===== config.mk =====
export PLATFORM = sky130hd
export DESIGN_NAME = irq_moderator
export DESIGN_NICKNAME = d
export VERILOG_FILES = /design/src/rtl/irqmod_pkg.sv /design/src/rtl/irqmod_lane.sv /design/src/rtl/irqmod_ctrl.sv /design/src/rtl/irq_moderator.sv
export SDC_FILE = /design/constraint.sdc
export NUM_CORES = 1
export LEC_CHECK = 0
export ABC_AREA = 1
export BUFFER_PORTS_ARGS = -buffer_cell sky130_fd_sc_hd__buf_2
export CAP_MARGIN = 40
export CORE_AREA = 2 2 71 73
export CTS_CLUSTER_DIAMETER = 50
export CTS_CLUSTER_SIZE = 8
export DETAILED_ROUTE_END_ITERATION = 16
export DIE_AREA = 0 0 73 75
export MAX_ROUTING_LAYER = met4
export PLACE_DENSITY = 0.83
export SLEW_MARGIN = 20
export SYNTH_ARGS = -nofsm -noshare
export SYNTH_HDL_FRONTEND = slang
export SYNTH_SLANG_ARGS = --single-unit

===== constraint.sdc =====
create_clock -name clk -period 4.6 [get_ports clk]
set_input_delay 0.69 -clock clk [delete_from_list [all_inputs] [get_ports clk]]
set_output_delay 0.69 -clock clk [all_outputs]
set_load 0.02 [all_outputs]

===== src/rtl/irqmod_pkg.sv =====
package irqmod_pkg;

  localparam int NumDir = 2;

  typedef enum logic {
    DIR_RX = 1'b0,
    DIR_TX = 1'b1
  } dir_e;

  // control -> datapath strobes
  typedef struct packed {
    logic clrAll;    // firing: restart both windows
    logic clrTimer;  // unmask: restart delay timers only
  } modStrobe_t;

  // datapath -> control conditions
  typedef struct packed {
    logic timeHit;
    logic countHit;
  } laneHit_t;

endpackage


===== src/rtl/irqmod_lane.sv =====
module irqmod_lane
  import irqmod_pkg::*;
#(
  parameter int DelayW = 8,
  parameter int CountW = 8
) (
  input  logic              clk,
  input  logic              rstN,
  input  logic              usTick,
  input  logic              evPulse,
  input  logic [DelayW-1:0] cfgDelay,
  input  logic [CountW-1:0] cfgMaxCount,
  input  logic              cfgTimerEn,
  input  logic              cfgCountEn,
  input  logic              cfgIdleMode,
  input  modStrobe_t        strobe,
  output laneHit_t          hit
);

  localparam int ElapsedW = DelayW + 1;
  localparam logic [ElapsedW-1:0] ElapsedMax = '1;
  localparam logic [CountW-1:0] CountMax = '1;
  localparam logic [CountW-1:0] CountOne = CountW'(1);

  logic [CountW-1:0]   evCount;
  logic [ElapsedW-1:0] elapsed;
  logic [ElapsedW-1:0] target;

  assign target = {cfgDelay, 1'b0};

  always_ff @(posedge clk) begin
    if (!rstN) begin
      evCount <= '0;
      elapsed <= '0;
    end else if (strobe.clrAll) begin
      evCount <= evPulse ? CountOne : '0;
      elapsed <= '0;
    end else begin
      if (evPulse && evCount != CountMax) evCount <= evCount + 1'b1;
      if (strobe.clrTimer || (cfgIdleMode && evPulse)) elapsed <= '0;
      else if (usTick && elapsed != ElapsedMax) elapsed <= elapsed + 1'b1;
    end
  end

  always_comb begin
    hit.timeHit  = cfgTimerEn && (evCount != '0) && (elapsed >= target);
    hit.countHit = cfgCountEn && (evCount != '0) && (evCount >= cfgMaxCount);
  end

  AST_CLR_AFTER_FIRE: assert property (@(posedge clk) disable iff (!rstN)
    strobe.clrAll |=> evCount <= CountOne);
  AST_COUNT_MONO: assert property (@(posedge clk) disable iff (!rstN)
    !strobe.clrAll |=> evCount >= $past(evCount));
  AST_IDLE_RESTART: assert property (@(posedge clk) disable iff (!rstN)
    (cfgIdleMode && evPulse) |=> elapsed == '0);
  AST_UNMASK_RESTART: assert property (@(posedge clk) disable iff (!rstN)
    strobe.clrTimer |=> elapsed == '0);

endmodule


===== src/rtl/irqmod_ctrl.sv =====
module irqmod_ctrl
  import irqmod_pkg::*;
#(
  parameter int Lanes = NumDir
) (
  input  logic                  clk,
  input  logic                  rstN,
  input  logic                  maskIn,
  input  laneHit_t [Lanes-1:0]  hits,
  output modStrobe_t            strobe,
  output logic                  irqReq
);

  logic anyHit;
  logic fireNow;
  logic maskQ;
  logic pendingQ;

  assign anyHit  = |hits;
  assign fireNow = !maskIn && (anyHit || pendingQ);

  always_comb begin
    strobe.clrAll   = fireNow;
    strobe.clrTimer = maskQ && !maskIn;
  end

  always_ff @(posedge clk) begin
    if (!rstN) begin
      maskQ    <= 1'b0;
      pendingQ <= 1'b0;
      irqReq   <= 1'b0;
    end else begin
      maskQ    <= maskIn;
      irqReq   <= fireNow;
      pendingQ <= fireNow ? 1'b0 : (pendingQ || (maskIn && anyHit));
    end
  end

  AST_MASK_QUIET: assert property (@(posedge clk) disable iff (!rstN)
    maskIn |=> !irqReq);
  AST_PEND_HOLD: assert property (@(posedge clk) disable iff (!rstN)
    (pendingQ && maskIn) |=> pendingQ);
  AST_FIRE_CLEARS_PEND: assert property (@(posedge clk) disable iff (!rstN)
    irqReq |-> !pendingQ);
  AST_HIT_FIRES: assert property (@(posedge clk) disable iff (!rstN)
    (!maskIn && anyHit) |=> irqReq);

endmodule


===== src/rtl/irq_moderator.sv =====
module irq_moderator
  import irqmod_pkg::*;
#(
  parameter int DelayW = 8,
  parameter int CountW = 8
) (
  input  logic              clk,
  input  logic              rstN,
  input  logic              usTick,
  input  logic              rxEvent,
  input  logic              txEvent,
  input  logic              maskIrq,
  input  logic [DelayW-1:0] rxDelay,
  input  logic [CountW-1:0] rxMaxCount,
  input  logic              rxTimerEn,
  input  logic              rxCountEn,
  input  logic              rxIdleMode,
  input  logic [DelayW-1:0] txDelay,
  input  logic [CountW-1:0] txMaxCount,
  input  logic              txTimerEn,
  input  logic              txCountEn,
  input  logic              txIdleMode,
  output logic              irqOut
);

  logic [NumDir-1:0]             evVec;
  logic [NumDir-1:0][DelayW-1:0] delayVec;
  logic [NumDir-1:0][CountW-1:0] maxVec;
  logic [NumDir-1:0]             timerEnVec;
  logic [NumDir-1:0]             countEnVec;
  logic [NumDir-1:0]             idleVec;
  laneHit_t [NumDir-1:0]         hitVec;
  modStrobe_t                    strobe;

  always_comb begin
    evVec[DIR_RX]      = rxEvent;
    evVec[DIR_TX]      = txEvent;
    delayVec[DIR_RX]   = rxDelay;
    delayVec[DIR_TX]   = txDelay;
    maxVec[DIR_RX]     = rxMaxCount;
    maxVec[DIR_TX]     = txMaxCount;
    timerEnVec[DIR_RX] = rxTimerEn;
    timerEnVec[DIR_TX] = txTimerEn;
    countEnVec[DIR_RX] = rxCountEn;
    countEnVec[DIR_TX] = txCountEn;
    idleVec[DIR_RX]    = rxIdleMode;
    idleVec[DIR_TX]    = txIdleMode;
  end

  for (genvar d = 0; d < NumDir; d++) begin : g_lane
    irqmod_lane #(.DelayW(DelayW), .CountW(CountW)) u_lane (
      .clk        (clk),
      .rstN       (rstN),
      .usTick     (usTick),
      .evPulse    (evVec[d]),
      .cfgDelay   (delayVec[d]),
      .cfgMaxCount(maxVec[d]),
      .cfgTimerEn (timerEnVec[d]),
      .cfgCountEn (countEnVec[d]),
      .cfgIdleMode(idleVec[d]),
      .strobe     (strobe),
      .hit        (hitVec[d])
    );
  end

  irqmod_ctrl #(.Lanes(NumDir)) u_ctrl (
    .clk   (clk),
    .rstN  (rstN),
    .maskIn(maskIrq),
    .hits  (hitVec),
    .strobe(strobe),
    .irqReq(irqOut)
  );

endmodule


* Word-level counts from Yosys, hierarchy flattened
Cells that the tools add are included.
Storage, ports and cells: word-level logic and storage cells 56, register bits after elaboration 37, output and inout port bits 1, input bits 44
Operators by class: equality and inequality tests 4, mux-type cells 6, magnitude comparators 4, add/sub/neg operators 4, bitwise operators 1, reductions and logical operators 30
Operator list (count):
- $mux W8 | 4
- $add A9 B1 Y9 const B | 2
- $ge A9 B9 Y1 | 2
- $ne A9 B9 Y1 const B | 2
- $logic_and A1 B1 Y1 | 17
- $add A8 B1 Y8 const B | 2
- $ge A8 B8 Y1 | 2
- $ne A8 B8 Y1 const B | 2
- $reduce_bool A8 Y1 | 2
- $reduce_or A3 Y1 | 2
- $logic_or A1 B1 Y1 | 4
- $reduce_bool A2 Y1 | 2
- $reduce_or A4 Y1 | 1
- $mux W1 | 2
- $reduce_or A2 Y1 | 1
- $logic_not A1 Y1 | 1
- $not A1 Y1 | 1

* Depth between registers and ports, before layout
Gate-level depths: netlist (run 1).
depth in word-level cells 7, gate-level depth with buffers 15, gate-level depth less buffers 15

* Hierarchy
From an unflattened synthesis (run 1), not the netlist that was laid out.
Unflattened totals: cell total of the unflattened synthesis 475, area total of the unflattened synthesis 3074.2 um^2
Modules (own cells, without submodules):
- irqmod_lane (g_lane[1].u_lane) | times used 1, seq. area each 340.3 um^2, cells each 225, area each 1473.9 um^2
- irqmod_lane (g_lane[0].u_lane) | times used 1, seq. area each 340.3 um^2, cells each 231, area each 1462.7 um^2
- irqmod_ctrl | times used 1, seq. area each 60.1 um^2, cells each 19, area each 137.6 um^2

* Least setup slack after synthesis (run 1)
Ideal clock, no wire load.
path kind input to register, start point input port txDelay[7], end point register g_lane[0].u_lane.evCount[5], arrival 2028 ps, data required time 4536 ps, setup slack 2508 ps, library setup time 64 ps, path buffers 1, stages on the path 14, cell sequence inv_1 > ha_1 > nand2_1 > inv_1 > nand2_1 > nand2_1 > nor2_1 > nand2_1 > nand2_2 > nand3_2 > o21ai_4 > nand2_4 > buf_6 > nor2_1
On the way: cells in the longest elaborated chain, start to end 6, elaborated cells between the ends (all ways) 7, those cells by class 1 x order compare; 1 x mux; 5 x reduce/logical
Ends and longest elaborated chain:
- start: declaration | line irq_moderator.sv:18 | input logic [DelayW-1:0] txDelay,
- $ge A9 B9 Y1 (*) | line irqmod_lane.sv:46 | hit.timeHit = cfgTimerEn && (evCount != '0) && (elapsed >= target);
- $logic_and A1 B1 Y1 (*) | line irqmod_lane.sv:46
- $reduce_or A4 Y1 (*) | line irqmod_ctrl.sv:19 | assign anyHit = |hits;
- $logic_or A1 B1 Y1 (*) | line irqmod_ctrl.sv:20 | assign fireNow = !maskIn && (anyHit || pendingQ);
- $logic_and A1 B1 Y1 (*) | line irqmod_ctrl.sv:20
- $mux W8 / $reduce_bool A2 Y1 (equally long branches)
- end signal: assignment | line irqmod_lane.sv:36 | evCount <= evPulse ? CountOne : '0;
- end signal: assignment | line irqmod_lane.sv:39 | if (evPulse && evCount != CountMax) evCount <= evCount + 1'b1;
- end: declaration | line irqmod_lane.sv:25 | logic [CountW-1:0] evCount;
Every way passes the cells marked *; elsewhere a longest branch is shown, timed or not. A chain may end at the register's enable or synchronous reset.

* Worst setup path in the final report (run 1)
start point register g_lane[1].u_lane.elapsed[0], end point register g_lane[1].u_lane.elapsed[7]
On the way: cells in the longest elaborated chain, start to end 6, elaborated cells between the ends (all ways) 9, those cells by class 1 x add/sub; 1 x order compare; 1 x eq/ne; 6 x reduce/logical
Ends and longest elaborated chain:
- start: declaration | line irqmod_lane.sv:26 | logic [ElapsedW-1:0] elapsed;
- start signal: assignment | line irqmod_lane.sv:41 | else if (usTick && elapsed != ElapsedMax) elapsed <= elapsed + 1'b1;
- $ge A9 B9 Y1 | line irqmod_lane.sv:46
- $logic_and A1 B1 Y1 | line irqmod_lane.sv:46
- $reduce_or A4 Y1 | line irqmod_ctrl.sv:19
- $logic_or A1 B1 Y1 | line irqmod_ctrl.sv:20
- $logic_and A1 B1 Y1 | line irqmod_ctrl.sv:20
- $reduce_or A3 Y1 (no source line)
Parallel ways exist; a longest one is shown, timed or not.

==> impl_metrics.yaml, run 1 <==
status:
  status: "completed"
grt:
  track_usage: 0.210
  grt_pass1_vias: 2328
  grt-busiest-layer: "met2"
  antenna_found_initial: 0
  grt_overflow: 0
  met3_usage: 0.0335
  grt_pass1_wl_um: 8900
  grt_max_degree: 15
  grt_use_met1: 0.239
  use_met2: 0.378
setup_path:
  critical_path_required_ns: 4.79
  crit_type: "flop to flop"
  end_kind: "flop"
  reg2reg_depth: 12
  crit_fanout: 6
  crit_slowest_cell: "dfxtp_1"
  crit_path_max_incr_delay_ns: 0.36
  cp-start-kind: "flop"
  cp.arrival_ns: 2.40
  path_cells: "ha_1, nand3_1, nor2_1, and3_1, ha_1, or2_1, nor3_4, nand2_1, nor2_2, nand3_1, xor2_1, nor2_1"
finish:
  seqCellArea_um2: 741
  syn_to_final_growth_pct: 13.7
  antenna_cells: 0
  instances_no_fill: 499
  nets: 528
  fillers: 400
  final_util: 0.679
  multiInputGateArea_um2: 1720
  layout_common_cells: "nand2_1 (85), inv_1 (80), nor2_1 (56), buf_2 (44), ha_1 (40)"
  final_common_cell: "nand2_1"
  design_area_um2: 3170
  drive_gt1_frac: 0.175
synthesis:
  synth_area_per_cell_um2: 7.03
  synthDistinctLibCells: 32
  syn_nets: 480
  syn_inst: 396
  seq_area_frac_synth: 0.266
  synth-seq-cells: 37
  yosys_warnings: 0
  synth_area_um2: 2790
pwr:
  swShare: 0.263
  vdd_drop_max_mv: 0.151
  p_int_uw: 536
  leakagePower_uw: 0.00177
  clock_power_share: 0.393
  switchingPower_uw: 191
  share_comb_of_total_power: 0.147
  powerDensity_nw_per_um2: 230
  seq_power_share: 0.460
sta:
  worstMarginPinSlew_ns: 0.322
  layout_setup_ws_ns: 2.40
  setup_viol: 0
  relSlewSlack: 0.786
  rsz0062_at_grt: "no"
  layout_min_cycle_time_ns: 2.20
  drv_slew: 0
  clock_skew_ns: 0.00847
  max_clock_freq_ghz: 0.454
  hold_viol_final: 0
  setup-tns-final_ns: 0
  post-route-period-util: 0.478
floorplan:
  die_w_um: 73
  core_um2: 4660
  start_util: 0.598
  ios: 45
  fp.dieH_um: 75
  rows: 25
  die-area_um2: 5480
clock_network:
  clock_latency_ns: 0.30
  htree_levels: 2
  cts_setup_buffers: 0
  cts_root_buf: "clkbuf_8"
  cts_buffers: 5
  cts_tree: "yes"
  ctsResizeCount: 0
  clock_sinks: 37
  ctsHoldBuffers: 0
  path_clk_slew_ns: 0.08
  clockBufferDepth: 2
route:
  first_pass_iters: 4
  wl_um: 5070
  num_vias: 2391
  drc: 0
  ant_nets: 0
  wl_per_cell_um: 10.2
  vias_per_cell: 4.79
  drtIter0Drc: 48
place:
  gp_congestion: 0.835
  dp_cells: 491
  preCtsSetupSlack_ns: 2.29
  post-dp-hpwl_um: 4150
  io_buffers: 44
  dpl-instance-area_um2: 3050
run:
  cap_violations: 0
worst_hold_path:
  whs_path_depth: 2
  hp-class: "flop to flop"
[state kept, by name, summed over array words and instances, names as in the netlist]
register,cells
g_lane.u_lane.elapsed,18
g_lane.u_lane.evCount,16
u_ctrl.irqReq,1
u_ctrl.maskQ,1
u_ctrl.pendingQ,1
[path summary, 6_finish.rpt]
kind	from	to	slack [ns]
max	g_lane[1].u_lane.elapsed[0]	g_lane[1].u_lane.elapsed[7]	2.40
min	u_ctrl.pendingQ	u_ctrl.pendingQ	0.55
max reg2reg	g_lane[1].u_lane.elapsed[0]	g_lane[1].u_lane.elapsed[7]	2.40
min reg2reg	u_ctrl.pendingQ	u_ctrl.pendingQ	0.55
[layout make-up]
| class | instances | share of cell area |
|---|---|---|
| clock buffers | 5 | 0.0217 |
| clock inverters | 3 | 0.0146 |
| inverters | 80 | 0.0948 |
| multi-input cells | 276 | 0.544 |
| flip-flops and latches | 37 | 0.234 |
| well taps | 54 | 0.0213 |
| repair buffers | 44 | 0.0695 |
[metal layers]
| layer | vias to the layer above | share of wire |
|---|---|---|
| met1 | 1038 | 0.46 |
| met4 | 0 | 0.015 |
| met5 | - | 0 |
| met2 | 42 | 0.49 |
| li1 | 1304 | - |
| met3 | 7 | 0.033 |
[cell families (layout without fill, tap and decap cells)]
group,count (synthesis),in the layout,synth area share
multiplexers,3,3,0.0112
AO/OA/AOI/OAI,21,21,0.0499
adder cells (fa/ha/maj),40,40,0.180
AND/OR/NAND/NOR,187,187,0.299
flip-flops,37,37,0.266
buffers and inverters,83,132,0.115
XOR/XNOR,25,25,0.0786
[synth_stat cells, drive strengths merged]
library cell   n  area [µm²]
a21oi          9        48.8
a221oi         2        17.5
and3           2        12.5
buf            3        21.3
dfxtp         37         741
ha            40         500
inv           80         300
mux2           1        11.3
mux2i          2        20.0
nand2         91         362
nand3         13        70.1
nand3b         1        7.51
nand4          5        31.3
nor2          67         279
nor3           5        52.6
o21a           1        7.51
o21ai          7        50.1
o21bai         2        15.0
or2            3        18.8
xnor2          6        52.6
xor2          19         166
[critical path, delay by kind of cell, from the launching register on]
kind / cells / cell delay (ns)
adder cells (fa/ha/maj): 2 / 0.40
AND/OR/NAND/NOR: 9 / 1.19
flip-flops: 1 / 0.36
XOR/XNOR: 1 / 0.15
[power by group through the flow]
stage / clock network [µW] / logic (µW) / registers, µW
CTS: 289 / 108 / 335
detailed placement: 0 / 106 / 342
global route: 302 / 125 / 336
global placement: 0 / 103 / 342
finish: 286 / 107 / 335
floorplan: 0 / 73.6 / 340
[metrics by stage]
stage	hold WS (ns)	power (µW)
after global routing	0.600	763
final	0.552	727
after detailed placement	0.541	448
after global placement	0.521	444
after floorplan	0.484	414
after CTS	0.559	732
No activity file was read; power rests on OpenSTA's default activity.
==> run 2: changes to the inputs <==
--- a/config.mk
+++ b/config.mk
@@ -8,13 +8,13 @@
 export ABC_AREA = 1
 export BUFFER_PORTS_ARGS = -buffer_cell sky130_fd_sc_hd__buf_2
 export CAP_MARGIN = 40
-export CORE_AREA = 2 2 71 73
+export CORE_AREA = 2 2 73 75
 export CTS_CLUSTER_DIAMETER = 50
 export CTS_CLUSTER_SIZE = 8
 export DETAILED_ROUTE_END_ITERATION = 16
-export DIE_AREA = 0 0 73 75
+export DIE_AREA = 0 0 75 77
 export MAX_ROUTING_LAYER = met4
-export PLACE_DENSITY = 0.83
+export PLACE_DENSITY = 0.79
 export SLEW_MARGIN = 20
 export SYNTH_ARGS = -nofsm -noshare
 export SYNTH_HDL_FRONTEND = slang
==> constraint.sdc (replaced) <==
create_clock -name clk -period 2.1 [get_ports clk]
set_input_delay 0.315 -clock clk [delete_from_list [all_inputs] [get_ports clk]]
set_output_delay 0.315 -clock clk [all_outputs]
set_load 0.02 [all_outputs]
==> impl_metrics.yaml, run 2 (same netlist as run 1, synthesis figures left out) <==
setup_path:
  end_kind: "flop"
  crit_type: "flop to flop"
  cp.arrival_ns: 2.19
  crit_start: "g_lane[0].u_lane.elapsed[0]"
  path_common_cell: "nor2_2"
  crit_fanout: 2
  path_cells: "ha_4, nand3_2, nor2_2, and3_1, ha_2, or2_4, nor3_4, nand2_1, nor2_2, nand3_1, xor2_1, nor2_1"
  crit_path_max_incr_delay_ns: 0.36
  crit_slowest_cell: "dfxtp_4"
  cp-start-kind: "flop"
  critical_path_required_ns: 2.29
  r2r-start: "g_lane[0].u_lane.elapsed[0]"
pwr:
  share_comb_of_total_power: 0.158
  swShare: 0.265
  total_power_uw: 1620
  powerDensity_nw_per_um2: 483
  vdd_drop_max_mv: 0.412
  leakagePower_uw: 0.00181
  switchingPower_uw: 428
  clock_power_share: 0.388
  p_int_uw: 1190
  seq_power_share: 0.454
finish:
  final_common_cell: "nand2_1"
  largest_reg_flops: 18
  drive_gt1_frac: 0.218
  final_util: 0.672
  nets: 537
  syn_to_final_growth_pct: 20.0
  fillers: 442
  instances_no_fill: 524
  largest_register: "g_lane.u_lane.elapsed"
  top_regs: "g_lane.u_lane.elapsed (18), g_lane.u_lane.evCount (16)"
  design_area_um2: 3340
  antenna_cells: 0
  layout_common_cells: "nand2_1 (85), inv_1 (80), nor2_1 (54), buf_2 (44), ha_1 (36)"
worst_hold_path:
  hp-start: "maskIrq"
  hp-class: "input port to flop"
status:
  status: "completed"
sta:
  relSlewSlack: 0.689
  hold_viol_final: 0
  rsz0062_at_grt: "yes"
  setup_viol: 0
  worstMarginPinSlew_ns: 0.467
  drv_slew: 0
  max_clock_freq_ghz: 0.501
  clock_skew_ns: 0.00782
  post-route-period-util: 0.951
  timing.hold.ws_ns: 0.245
  layout_min_cycle_time_ns: 2.00
route:
  vias_per_cell: 4.71
  wl_um: 5410
  drc: 0
  drtIter0Drc: 126
  wl_per_cell_um: 10.3
  num_vias: 2467
  first_pass_iters: 4
  ant_nets: 0
clock_network:
  cts_tree: "yes"
  cts_root_buf: "clkbuf_8"
  cts_buffers: 5
  path_clk_slew_ns: 0.08
  htree_levels: 2
  clock_latency_ns: 0.29
  clockBufferDepth: 2
  clock_sinks: 37
grt:
  track_usage: 0.203
  grt_pass1_vias: 2254
  grt_pass1_wl_um: 9030
  antenna_found_initial: 0
  grt_max_degree: 15
  grt_overflow: 0
floorplan:
  core_um2: 4980
  die_w_um: 75
  fp.dieH_um: 77
  ios: 45
  start_util: 0.560
  die-area_um2: 5780
  rows: 26
run:
  cap_violations: 0
place:
  io_buffers: 44
  dp_cells: 509
  dpl-instance-area_um2: 3090
  gp_congestion: 0.847
  post-dp-hpwl_um: 4180
run 2: through the flow:
stage,setup WS [ns],TNS [ns]
2_1_floorplan,0.111,0
3_3_place_gp,0.112,0
3_5_place_dp,0.0306,0
4_1_cts,0.000270,0
5_1_grt,-0.0119,-0.0226
6_report,0.104,0
run 2: timing repair:
action                     CTS  global route
setup buffers                0             7
setup endpoints to repair    0            24
resized for setup            0            19
hold buffers                 0             0
run 2: critical path: cells and delay by family, from the launching register on:
family / cells / cell delay, ns
flip-flops: 1 / 0.36
XOR/XNOR: 1 / 0.15
AND/OR/NAND/NOR: 9 / 1.06
adder cells (fa/ha/maj): 2 / 0.32
run 2: worst paths after layout:
path	to	slack, ns	cells after the start
worst max register to register	g_lane[0].u_lane.elapsed[7]	0.10	12
worst max-delay path	g_lane[0].u_lane.elapsed[7]	0.10	12
worst min-delay path	u_ctrl.maskQ	0.24	3
worst min register to register	u_ctrl.pendingQ	0.54	2
run 2: power by group through the flow:
stage | registers [µW] | logic, µW | clock network (µW)
final | 734 | 255 | 627
after CTS | 733 | 241 | 635
after global routing | 736 | 298 | 668
after detailed placement | 750 | 239 | 0
after global placement | 749 | 228 | 0
after floorplan | 746 | 161 | 0
run 2: final cells by class:
type                       instances  area (µm²)  share of cell area
timing repair buffer              53         300              0.0898
clock inverter                     3        46.3              0.0138
clock buffer                       5        68.8              0.0206
inverter                          80         300              0.0898
sequential                        37         748               0.224
tap                               70        87.6              0.0262
multi-input combinational        276        1790               0.536
run 2: per-layer routing:
| layer | routed length, µm | GRT usage | vias to the layer above | part of all wire |
|---|---|---|---|---|
| met1 | 2530 | 0.235 | 1100 | 0.47 |
| met3 | 184 | 0.0394 | 7 | 0.034 |
| met2 | 2640 | 0.347 | 37 | 0.49 |
| met4 | 57 | 0.0589 | 0 | 0.011 |
| met5 | 0 | - | - | 0 |
| li1 | - | - | 1323 | - |
==> run 3: changes to the inputs <==
--- a/config.mk
+++ b/config.mk
@@ -15,6 +15,8 @@
 export DIE_AREA = 0 0 75 77
 export MAX_ROUTING_LAYER = met4
 export PLACE_DENSITY = 0.79
+export RECOVER_POWER = 100
+export REMOVE_ABC_BUFFERS = 1
 export SLEW_MARGIN = 20
 export SYNTH_ARGS = -nofsm -noshare
 export SYNTH_HDL_FRONTEND = slang
==> impl_metrics.yaml, run 3 (same netlist as run 1, synthesis figures left out) <==
pwr:
  p_int_uw: 1090
  powerDensity_nw_per_um2: 448
  swShare: 0.263
  switchingPower_uw: 390
  clock_power_share: 0.333
  leakagePower_uw: 0.00179
  share_comb_of_total_power: 0.170
  seq_power_share: 0.497
  vdd_drop_max_mv: 0.480
clock_network:
  ctsHoldBuffers: 0
  htree_levels: 2
  clockBufferDepth: 2
  cts_buffers: 5
  clock_sinks: 37
  clock_latency_ns: 0.28
  path_clk_slew_ns: 0.07
  cts_tree: "yes"
  cts_root_buf: "clkbuf_8"
place:
  post-dp-hpwl_um: 4150
  gp_congestion: 0.833
  preCtsSetupSlack_ns: 0.0429
  io_buffers: 44
grt:
  track_usage: 0.195
  grt_pass1_vias: 2299
  antenna_found_initial: 0
  grt_pass1_wl_um: 8880
  grt_max_degree: 15
  grt_overflow: 0
finish:
  drive_gt1_frac: 0.210
  largest_register: "g_lane.u_lane.elapsed"
  nets: 536
  largest_reg_flops: 18
  top_regs: "g_lane.u_lane.elapsed (18), g_lane.u_lane.evCount (16)"
  antenna_cells: 0
  final_common_cell: "nand2_1"
  layout_common_cells: "nand2_1 (85), inv_1 (80), nor2_1 (55), buf_2 (43), ha_1 (36)"
  syn_to_final_growth_pct: 18.6
status:
  status: "completed"
sta:
  max_clock_freq_ghz: 0.494
  drv_slew: 0
  relSlewSlack: 0.698
  setup_viol: 0
  layout_min_cycle_time_ns: 2.02
  hold_viol_final: 0
  post-route-period-util: 0.963
  layout_setup_ws_ns: 0.0771
  worstMarginPinSlew_ns: 0.453
  setup-tns-final_ns: 0
  clock_skew_ns: 0.00339
floorplan:
  start_util: 0.560
  die-area_um2: 5780
  fp.dieH_um: 77
  rows: 26
  die_w_um: 75
  ios: 45
  core_um2: 4980
route:
  wl_per_cell_um: 10.1
  drc: 0
  ant_nets: 0
  num_vias: 2463
  first_pass_iters: 4
  vias_per_cell: 4.72
  drtIter0Drc: 64
  wl_um: 5290
setup_path:
  cp.arrival_ns: 2.20
  crit_slowest_cell: "dfxtp_4"
  crit_type: "flop to flop"
  crit_fanout: 4
  crit_path_max_incr_delay_ns: 0.37
  cp-start-kind: "flop"
  critical_path_required_ns: 2.28
  path_cells: "ha_4, nand3_1, nor2_1, and3_1, ha_2, or2_4, nor3_4, nand2_1, nor2_2, nand3_1, xor2_1, nor2_1"
  end_kind: "flop"
run:
  cap_violations: 0
worst_hold_path:
  hp-class: "input port to flop"
-- run 3: cell types whose count changed in the layout (fill, tap and decap cells not counted), sizes merged --
cell	change
clkinvlp	-1
bufinv	-1
buf	-2
clkbuf	+3
clkinv	-1
-- run 3: metal layers --
metal / part of all wire / vias to the layer above / track usage
met5: 0 / - / -
met4: 0.012 / 0 / 0.0607
met3: 0.039 / 7 / 0.0276
met2: 0.49 / 48 / 0.327
li1: - / 1318 / -
met1: 0.46 / 1090 / 0.237
-- run 3: final cells by class --
cell class                 count  area, µm²
clock buffer                   7       86.3
fill                         452       1670
inverter                      80        300
multi-input combinational    276       1790
sequential                    37        749
tap                           70       87.6
timing repair buffer          52        292
-- run 3: final timing paths --
check                                    from                           to  slack, ns  cells past startpoint
hold reg to reg               u_ctrl.pendingQ              u_ctrl.pendingQ       0.53                      2
hold / removal                        maskIrq                 u_ctrl.maskQ       0.27                      3
setup reg to reg  g_lane[1].u_lane.elapsed[0]  g_lane[1].u_lane.elapsed[7]       0.08                     12
setup / recovery  g_lane[1].u_lane.elapsed[0]  g_lane[1].u_lane.elapsed[7]       0.08                     12
-- run 3: metrics by stage --
step                      instances  hold slack (ns)  instance area (µm²)  power, µW  utilization
after CTS                       516            0.258                 3170       1480        0.638
after detailed placement        509            0.514                 3090        988        0.620
after floorplan                 393            0.426                 2760        903            -
after global routing            522            0.309                 3300       1570        0.664
after global placement          509            0.503                 3090        978        0.620
final                           522            0.270                 3300       1480        0.664
-- run 3: power groups by stage --
stage,Sequential [µW],Clock [µW],Combinational (µW)
2_1_floorplan,746,0,157
3_3_place_gp,748,0,230
3_5_place_dp,749,0,239
4_1_cts,733,508,241
5_1_grt,738,543,293
6_report,736,494,252
-- run 3: repair_timing --
item,CTS,global route
buffers inserted,0,6
setup endpoints to repair,0,29
endpoints found under the hold margin,0,0
gates resized for setup,0,19
-- run 3: worst max-delay path, delay by kind of cell, from the launching register on --
family | cells | cell delay, ns
xor gates and xnor gates | 1 | 0.18
and+or+nand+nor | 9 | 1.05
adders and majority gates | 2 | 0.32
DFF | 1 | 0.37
